File: src/rtl/dram_cmd_sched.sv
module dram_cmd_sched #(
  parameter int GW  = 2,
  parameter int LBW = 2,
  parameter int CW  = 3,
  parameter int PW  = 6,
  parameter int TW  = 20
) (
  input  logic              clk,
  input  logic              rst_n,
  input  logic              cfg_bg_mode,
  input  logic [CW-1:0]     cfg_banks,
  input  logic [CW-1:0]     cfg_bursts,
  input  logic [CW-1:0]     cfg_groups,
  input  logic [PW-1:0]     t_rrd_s,
  input  logic [PW-1:0]     t_rrd_l,
  input  logic [PW-1:0]     t_rp,
  input  logic [PW-1:0]     t_faw,
  input  logic [PW-1:0]     t_rcd,
  input  logic [PW-1:0]     t_ras,
  input  logic [PW-1:0]     t_ccd_s,
  input  logic [PW-1:0]     t_ccd_l,
  input  logic [PW-1:0]     t_wtr_s,
  input  logic [PW-1:0]     t_wtr_l,
  input  logic [PW-1:0]     t_wr,
  input  logic [PW-1:0]     t_rtp,
  input  logic [PW-1:0]     t_wl,
  input  logic [PW-1:0]     t_rl,
  input  logic [PW-1:0]     t_bl,
  input  logic              req_valid,
  output logic              req_ready,
  input  logic              req_write,
  input  logic [GW-1:0]     req_group,
  input  logic [LBW-1:0]    req_bank,
  output logic              busy,
  output logic              cmd_valid,
  input  logic              cmd_ready,
  output logic [TW-1:0]     cmd_time,
  output logic [2:0]        cmd_op,
  output logic [GW+LBW-1:0] cmd_bank
);
  localparam int BW = GW + LBW;
  localparam int NB = 1 << BW;
  localparam logic [2:0] OP_ACT = 3'd0, OP_RD = 3'd1, OP_WR = 3'd2, OP_RDA = 3'd3, OP_WRA = 3'd4;

  typedef enum logic {S_IDLE, S_ACC} state_t;
  state_t st;

  logic [TW-1:0]  now, arr_q;
  logic           wr_q;
  logic [GW-1:0]  grp_q;
  logic [LBW-1:0] bnk_q;
  logic [CW-1:0]  ci, ck, cj;

  logic [TW-1:0]  act_t [NB];
  logic [TW-1:0]  pre_t [NB];
  logic [NB-1:0]  pre_v, act_done;

  logic [TW-1:0]  last_act_t, last_rw_t;
  logic [GW-1:0]  last_act_g, last_rw_g;
  logic           last_act_v, last_rw_v, last_rw_wr, txn_rw;

  logic [TW-1:0]  faw_t [4];
  logic [3:0]     faw_v;
  logic [1:0]     faw_p;

  function automatic logic [TW-1:0] mx(input logic [TW-1:0] a, input logic [TW-1:0] b);
    return (a > b) ? a : b;
  endfunction

  function automatic logic [TW-1:0] ext(input logic [PW-1:0] p);
    return TW'(p);
  endfunction

  logic [GW-1:0]  cur_g;
  logic [LBW-1:0] cur_w;
  logic [BW-1:0]  cur_b;
  logic first, last_i, last_k, last_j, last_all, need_act, fire;
  logic act_short, rw_short;
  logic [PW-1:0]  rrd, ccd, wtr;
  logic [TW-1:0]  a0, a1, a2, a3, act_time, sw, rw_time, rec, pre_new;

  assign cur_g    = grp_q + GW'(cj);
  assign cur_w    = bnk_q + LBW'(ci);
  assign cur_b    = {cur_g, cur_w};
  assign first    = (ci == '0) && (ck == '0) && (cj == '0);
  assign last_i   = (ci == cfg_banks  - CW'(1));
  assign last_k   = (ck == cfg_bursts - CW'(1));
  assign last_j   = (cj == cfg_groups - CW'(1));
  assign last_all = last_i && last_k && last_j;
  assign need_act = !act_done[cur_b];

  assign act_short = cfg_bg_mode && last_act_v && (last_act_g != cur_g);
  assign rw_short  = cfg_bg_mode && last_rw_v  && (last_rw_g  != cur_g);
  assign rrd = act_short ? t_rrd_s : t_rrd_l;
  assign ccd = rw_short  ? t_ccd_s : t_ccd_l;
  assign wtr = rw_short  ? t_wtr_s : t_wtr_l;

  assign a0 = last_act_v ? last_act_t + ext(rrd) : '0;
  assign a1 = mx(a0, pre_v[cur_b] ? pre_t[cur_b] + ext(t_rp) : '0);
  assign a2 = mx(a1, faw_v[faw_p] ? faw_t[faw_p] + ext(t_faw) : '0);
  assign a3 = first ? mx(mx(a2, arr_q), last_rw_v ? last_rw_t + TW'(1) : '0) : a2;
  assign act_time = (txn_rw && (a3 == last_rw_t)) ? a3 + TW'(1) : a3;

  always_comb begin
    if (last_rw_wr == wr_q) sw = ext(ccd);
    else if (last_rw_wr)    sw = ext(t_wl) + ext(t_bl) + ext(wtr);
    else                    sw = ext(t_rl) + ext(t_bl) + TW'(2) - ext(t_wl);
  end

  assign rw_time = mx(last_rw_v ? last_rw_t + sw : '0, act_t[cur_b] + ext(t_rcd));
  assign rec     = wr_q ? ext(t_wl) + ext(t_bl) + ext(t_wr) : ext(t_rtp);
  assign pre_new = mx(act_t[cur_b] + ext(t_ras), rw_time + rec);

  assign req_ready = (st == S_IDLE);
  assign busy      = (st == S_ACC);
  assign cmd_valid = (st == S_ACC);
  assign cmd_time  = need_act ? act_time : rw_time;
  assign cmd_bank  = cur_b;
  assign cmd_op    = need_act ? OP_ACT :
                     wr_q ? (last_k ? OP_WRA : OP_WR) : (last_k ? OP_RDA : OP_RD);
  assign fire      = cmd_valid && cmd_ready;

  always_ff @(posedge clk or negedge rst_n) begin
    if (!rst_n) begin
      st <= S_IDLE;
      now <= '0;
      arr_q <= '0;
      wr_q <= 1'b0;
      grp_q <= '0;
      bnk_q <= '0;
      ci <= '0;
      ck <= '0;
      cj <= '0;
      pre_v <= '0;
      act_done <= '0;
      for (int b = 0; b < NB; b++) begin
        act_t[b] <= '0;
        pre_t[b] <= '0;
      end
      last_act_t <= '0;
      last_act_g <= '0;
      last_act_v <= 1'b0;
      last_rw_t <= '0;
      last_rw_g <= '0;
      last_rw_v <= 1'b0;
      last_rw_wr <= 1'b0;
      txn_rw <= 1'b0;
      for (int f = 0; f < 4; f++) faw_t[f] <= '0;
      faw_v <= '0;
      faw_p <= '0;
    end else begin
      now <= now + TW'(1);
      if (st == S_IDLE) begin
        if (req_valid) begin
          st <= S_ACC;
          arr_q <= now;
          wr_q <= req_write;
          grp_q <= req_group;
          bnk_q <= req_bank;
          ci <= '0;
          ck <= '0;
          cj <= '0;
          act_done <= '0;
          txn_rw <= 1'b0;
        end
      end else if (fire) begin
        if (need_act) begin
          act_t[cur_b] <= act_time;
          act_done[cur_b] <= 1'b1;
          last_act_t <= act_time;
          last_act_g <= cur_g;
          last_act_v <= 1'b1;
          faw_t[faw_p] <= act_time;
          faw_v[faw_p] <= 1'b1;
          faw_p <= faw_p + 2'd1;
        end else begin
          last_rw_t <= rw_time;
          last_rw_g <= cur_g;
          last_rw_v <= 1'b1;
          last_rw_wr <= wr_q;
          txn_rw <= 1'b1;
          if (last_k) begin
            pre_t[cur_b] <= pre_new;
            pre_v[cur_b] <= 1'b1;
          end
          if (last_all) st <= S_IDLE;
          if (!last_j) cj <= cj + CW'(1);
          else begin
            cj <= '0;
            if (!last_k) ck <= ck + CW'(1);
            else begin
              ck <= '0;
              ci <= ci + CW'(1);
            end
          end
        end
      end
    end
  end

  AST_CMD_HOLD: assert property (@(posedge clk) disable iff (!rst_n)
    cmd_valid && !cmd_ready |=> cmd_valid && $stable(cmd_time) && $stable(cmd_op) && $stable(cmd_bank));
  AST_ACCEPT_BUSY: assert property (@(posedge clk) disable iff (!rst_n)
    req_valid && req_ready |=> busy && !req_ready);
  AST_FAW_WINDOW: assert property (@(posedge clk) disable iff (!rst_n)
    fire && cmd_op == OP_ACT && (&faw_v) |-> cmd_time >= faw_t[faw_p] + ext(t_faw));
  AST_RW_ORDER: assert property (@(posedge clk) disable iff (!rst_n)
    fire && cmd_op != OP_ACT && last_rw_v |-> cmd_time > last_rw_t);
  AST_ACT_ONCE: assert property (@(posedge clk) disable iff (!rst_n)
    fire && cmd_op == OP_ACT |-> !act_done[cmd_bank]);
  AST_RCD_GAP: assert property (@(posedge clk) disable iff (!rst_n)
    fire && cmd_op != OP_ACT |-> act_done[cmd_bank] && cmd_time >= act_t[cmd_bank] + ext(t_rcd));
endmodule

File: config.mk
export PLATFORM = sky130hd
export DESIGN_NAME = dram_cmd_sched
export DESIGN_NICKNAME = d
export VERILOG_FILES = /design/src/rtl/dram_cmd_sched.sv
export SDC_FILE = /design/constraint.sdc
export NUM_CORES = 2
export LEC_CHECK = 0
export ABC_AREA = 1
export ABC_CLOCK_PERIOD_IN_PS = 27400
export BUFFER_PORTS_ARGS = -buffer_cell sky130_fd_sc_hd__buf_2
export CAP_MARGIN = 10
export CORE_MARGIN = 3
export CORE_UTILIZATION = 40
export DETAILED_ROUTE_END_ITERATION = 7
export GPL_ROUTABILITY_DRIVEN = 0
export SLEW_MARGIN = 5
export SYNTH_ARGS = -nofsm -noshare
export SYNTH_HDL_FRONTEND = slang
export SYNTH_SLANG_ARGS = --single-unit
File: constraint.sdc
create_clock -name clk -period 27.4 [get_ports clk]
set_input_delay 2.74 -clock clk [delete_from_list [all_inputs] [get_ports clk]]
set_output_delay 2.74 -clock clk [all_outputs]
set_load 0.01 [all_outputs]
==> metrics.csv <==
metric,value,unit
synth top area cells,"dfrtp_1, nand2_1, nand3_1",
R2R depth,78,
yosys warns,0,
setup_tns,0,ns
"slowest stage delay, CP",0.76,ns
Synth top area share,0.414,
Final ANT Viol Nets,0,
row cnt,131,
via-per-instance ratio,5.63,
drc violations,0,
"Setup Fix Bufs, Post-CTS",0,
Post-synth EDFFs,0,
number of max-slew violations in the final report,0,
#FFs+latches synth,861,
Die W,367,um
most frequent cell on the critical path,nand2_1,
IO Pins,139,
Critical Path End Type,output port,
share of layout cells above drive strength 1,0.0797,
Critical Path AT,19.84,ns
"Max stage delay cell, worst path",inv_1,
Post-synth top cells,"nand2_1, dfrtp_1, nand3_1, inv_1, nor2_1",
Pre-antenna DRT Iters,6,
clock root buffer,clkbuf_16,
post_cts resized,0,
min cycle time layout,22.58,ns
vias,50300,
Slew HR,0.127,
worst-path fanout max,60,
critical path data required time,24.66,ns
Syn Nets,7543,
Hold WC Path Type,flop to flop,
initial antenna violation count,4,
clk sink count,861,
hold-critical path depth,2,
die footprint,0.134,sq mm
reg-to-reg endpoint,faw_t[24]$_DFFE_PN0P_,
kind of critical path,flop to output port,
CTS max path bufs,3,
final HPWL from detailed placement,133000,um
Critical Path Start Type,flop,
hold path endpoint,pre_v[0]$_DFFE_PN0P_,
syn_area_per_cell,7.23,sq um
"count leader, synth",nand2_1,
H-Tree Depth,3,
Final Hold Fails,0,
unrepaired setup endpoints after global routing,no,
Num CTS Buffers,94,
chip height,367,um
Worst path top cell family by delay,simple AND/OR/NAND/NOR gates,
Main synth FF type,dfrtp_1,
sequential area share after synthesis,0.414,
Max Cap Viol,0,
first-pass GRT wire length,297000,um
Final Skew,0.0522,ns
ys async rst share,1.00,
CTS tree,yes,
Port Buffers,138,
Netlist Area Pre-Place,0.0520,sq mm
initial DRC count,6102,
"CTS clk-pin slew, worst paths",0.06,ns
Synth cell types,66,
CTS Hold Buffers Added,0,
largest net degree at the start of global routing,184,
Avg WL per Cell,22.2,um
reg-to-reg critical path startpoint,ci[1]$_DFFE_PN0P_,
hold_sp,pre_v[0]$_DFFE_PN0P_,
Tot GR Track Use,0.286,
worst skew pair latency,0.75,ns
"Area growth, synth to finish",9.90,%
vias in the first global route,46800,
count of final setup violators,0,
Synth area leader,dfrtp_1,
status,finished clean,
r2r setup slk,8.30,ns
actual slew at the worst max-slew pin,1.31,ns
Post-Route WL,198000,um
Core Area,0.128,sq mm
final period utilization,0.824,
Max Freq,0.0443,GHz
Syn Inst Count,7190,
global route overflow,0,
Layout fillers,13100,
critical path buffer and inverter count,15,
Initial Utilization,0.405,
Final nets,7477,
kinds of logic (layout without fill, tap and decap cells):
group,Yosys count,after routing,share of synthesized area
xor+xnor,93,93,0.0157
flops,861,861,0.414
other cells,0,1,0
fa+ha+maj,244,244,0.0610
compound gates,891,891,0.0972
mux,5,5,0.00108
buf+inv,942,956,0.0759
simple gates,4154,4154,0.335
per-layer routing:
layer / vias to the layer above / wire, um / global-route usage
li1: 23100 / - / -
met5: - / 12 / 0
met3: 485 / 20100 / 0.0584
met1: 24100 / 83000 / 0.397
met2: 2565 / 86200 / 0.438
met4: 2 / 8790 / 0.113
cell usage in the layout (no fill, tap or decap), types with 25 or more instances in the layout:
cell and instances:
nand4_1 103, o21ai_1 49, buf_2 137, or2_2 27
o21ai_0 425, and2_1 32, o22ai_1 89, a21oi_1 162
nor2_1 444, nand3_2 25, nand3_1 752, inv_1 497
clkbuf_16 94, xor2_1 69, nand2_1 2657, nand2_2 27
nor2_2 29, dfrtp_1 861, inv_2 27, ha_1 227
buf_4 106
stage by stage:
| stage | setup WS, ns | std cells | hold slack (ns) | util | area [sq um] |
|---|---|---|---|---|---|
| 6_report | 4.82 | 8934 | 0.449 | 0.445 | 57200 |
| 5_1_grt | 3.51 | 8933 | 0.477 | 0.445 | 57200 |
| 4_1_cts | 5.21 | 8933 | 0.451 | 0.445 | 57200 |
| 3_5_place_dp | 6.07 | 8757 | 0.437 | 0.420 | 53900 |
| 3_3_place_gp | 6.58 | 8757 | 0.431 | 0.420 | 53900 |
| 2_1_floorplan | 10.96 | 7190 | 0.419 | - | 52000 |
state kept, by name, indices dropped and copies added (netlist names), 3 cells and up:
name and flops:
faw_t 80, cj 3, last_rw_t 20, now 20
pre_t 320, act_done 16, ci 3, faw_v 4
arr_q 20, ck 3, act_t 320, pre_v 16
last_act_t 20
tightest hold or removal path, cell delays in order (launching register included):
cell     delay, ns
dfrtp_1       0.32
inv_1         0.04
nand2_1       0.06
final cells by class:
class                   count  area [sq um]  share of cell area
inverters                 533          2000              0.0350
well taps                1729          2160              0.0378
clock buffers             134          2720              0.0476
repair buffers            247          1560              0.0272
diodes                      1          2.50           0.0000438
multi-input cells        5387         26600               0.465
clock inverters            42           568             0.00994
flip-flops and latches    861         21500               0.377
worst max path at each step:
stage / startpoint / endpoint / slack (ns) / depth (start not counted)
3_5_place_dp: ci[1]$_DFFE_PN0P_ / cmd_time[5] / 6.07 / 79
3_3_place_gp: ci[0]$_DFFE_PN0P_ / cmd_time[5] / 6.58 / 82
5_1_grt: ci[1]$_DFFE_PN0P_ / cmd_time[5] / 3.51 / 83
6_report: ci[1]$_DFFE_PN0P_ / cmd_time[5] / 4.82 / 79
4_1_cts: ci[1]$_DFFE_PN0P_ / cmd_time[5] / 5.21 / 79
2_1_floorplan: cfg_bg_mode / cmd_time[18] / 10.96 / 72
Power is not shown: default switching activity piles up to over one toggle a cycle in this logic, so the estimate is an artifact.
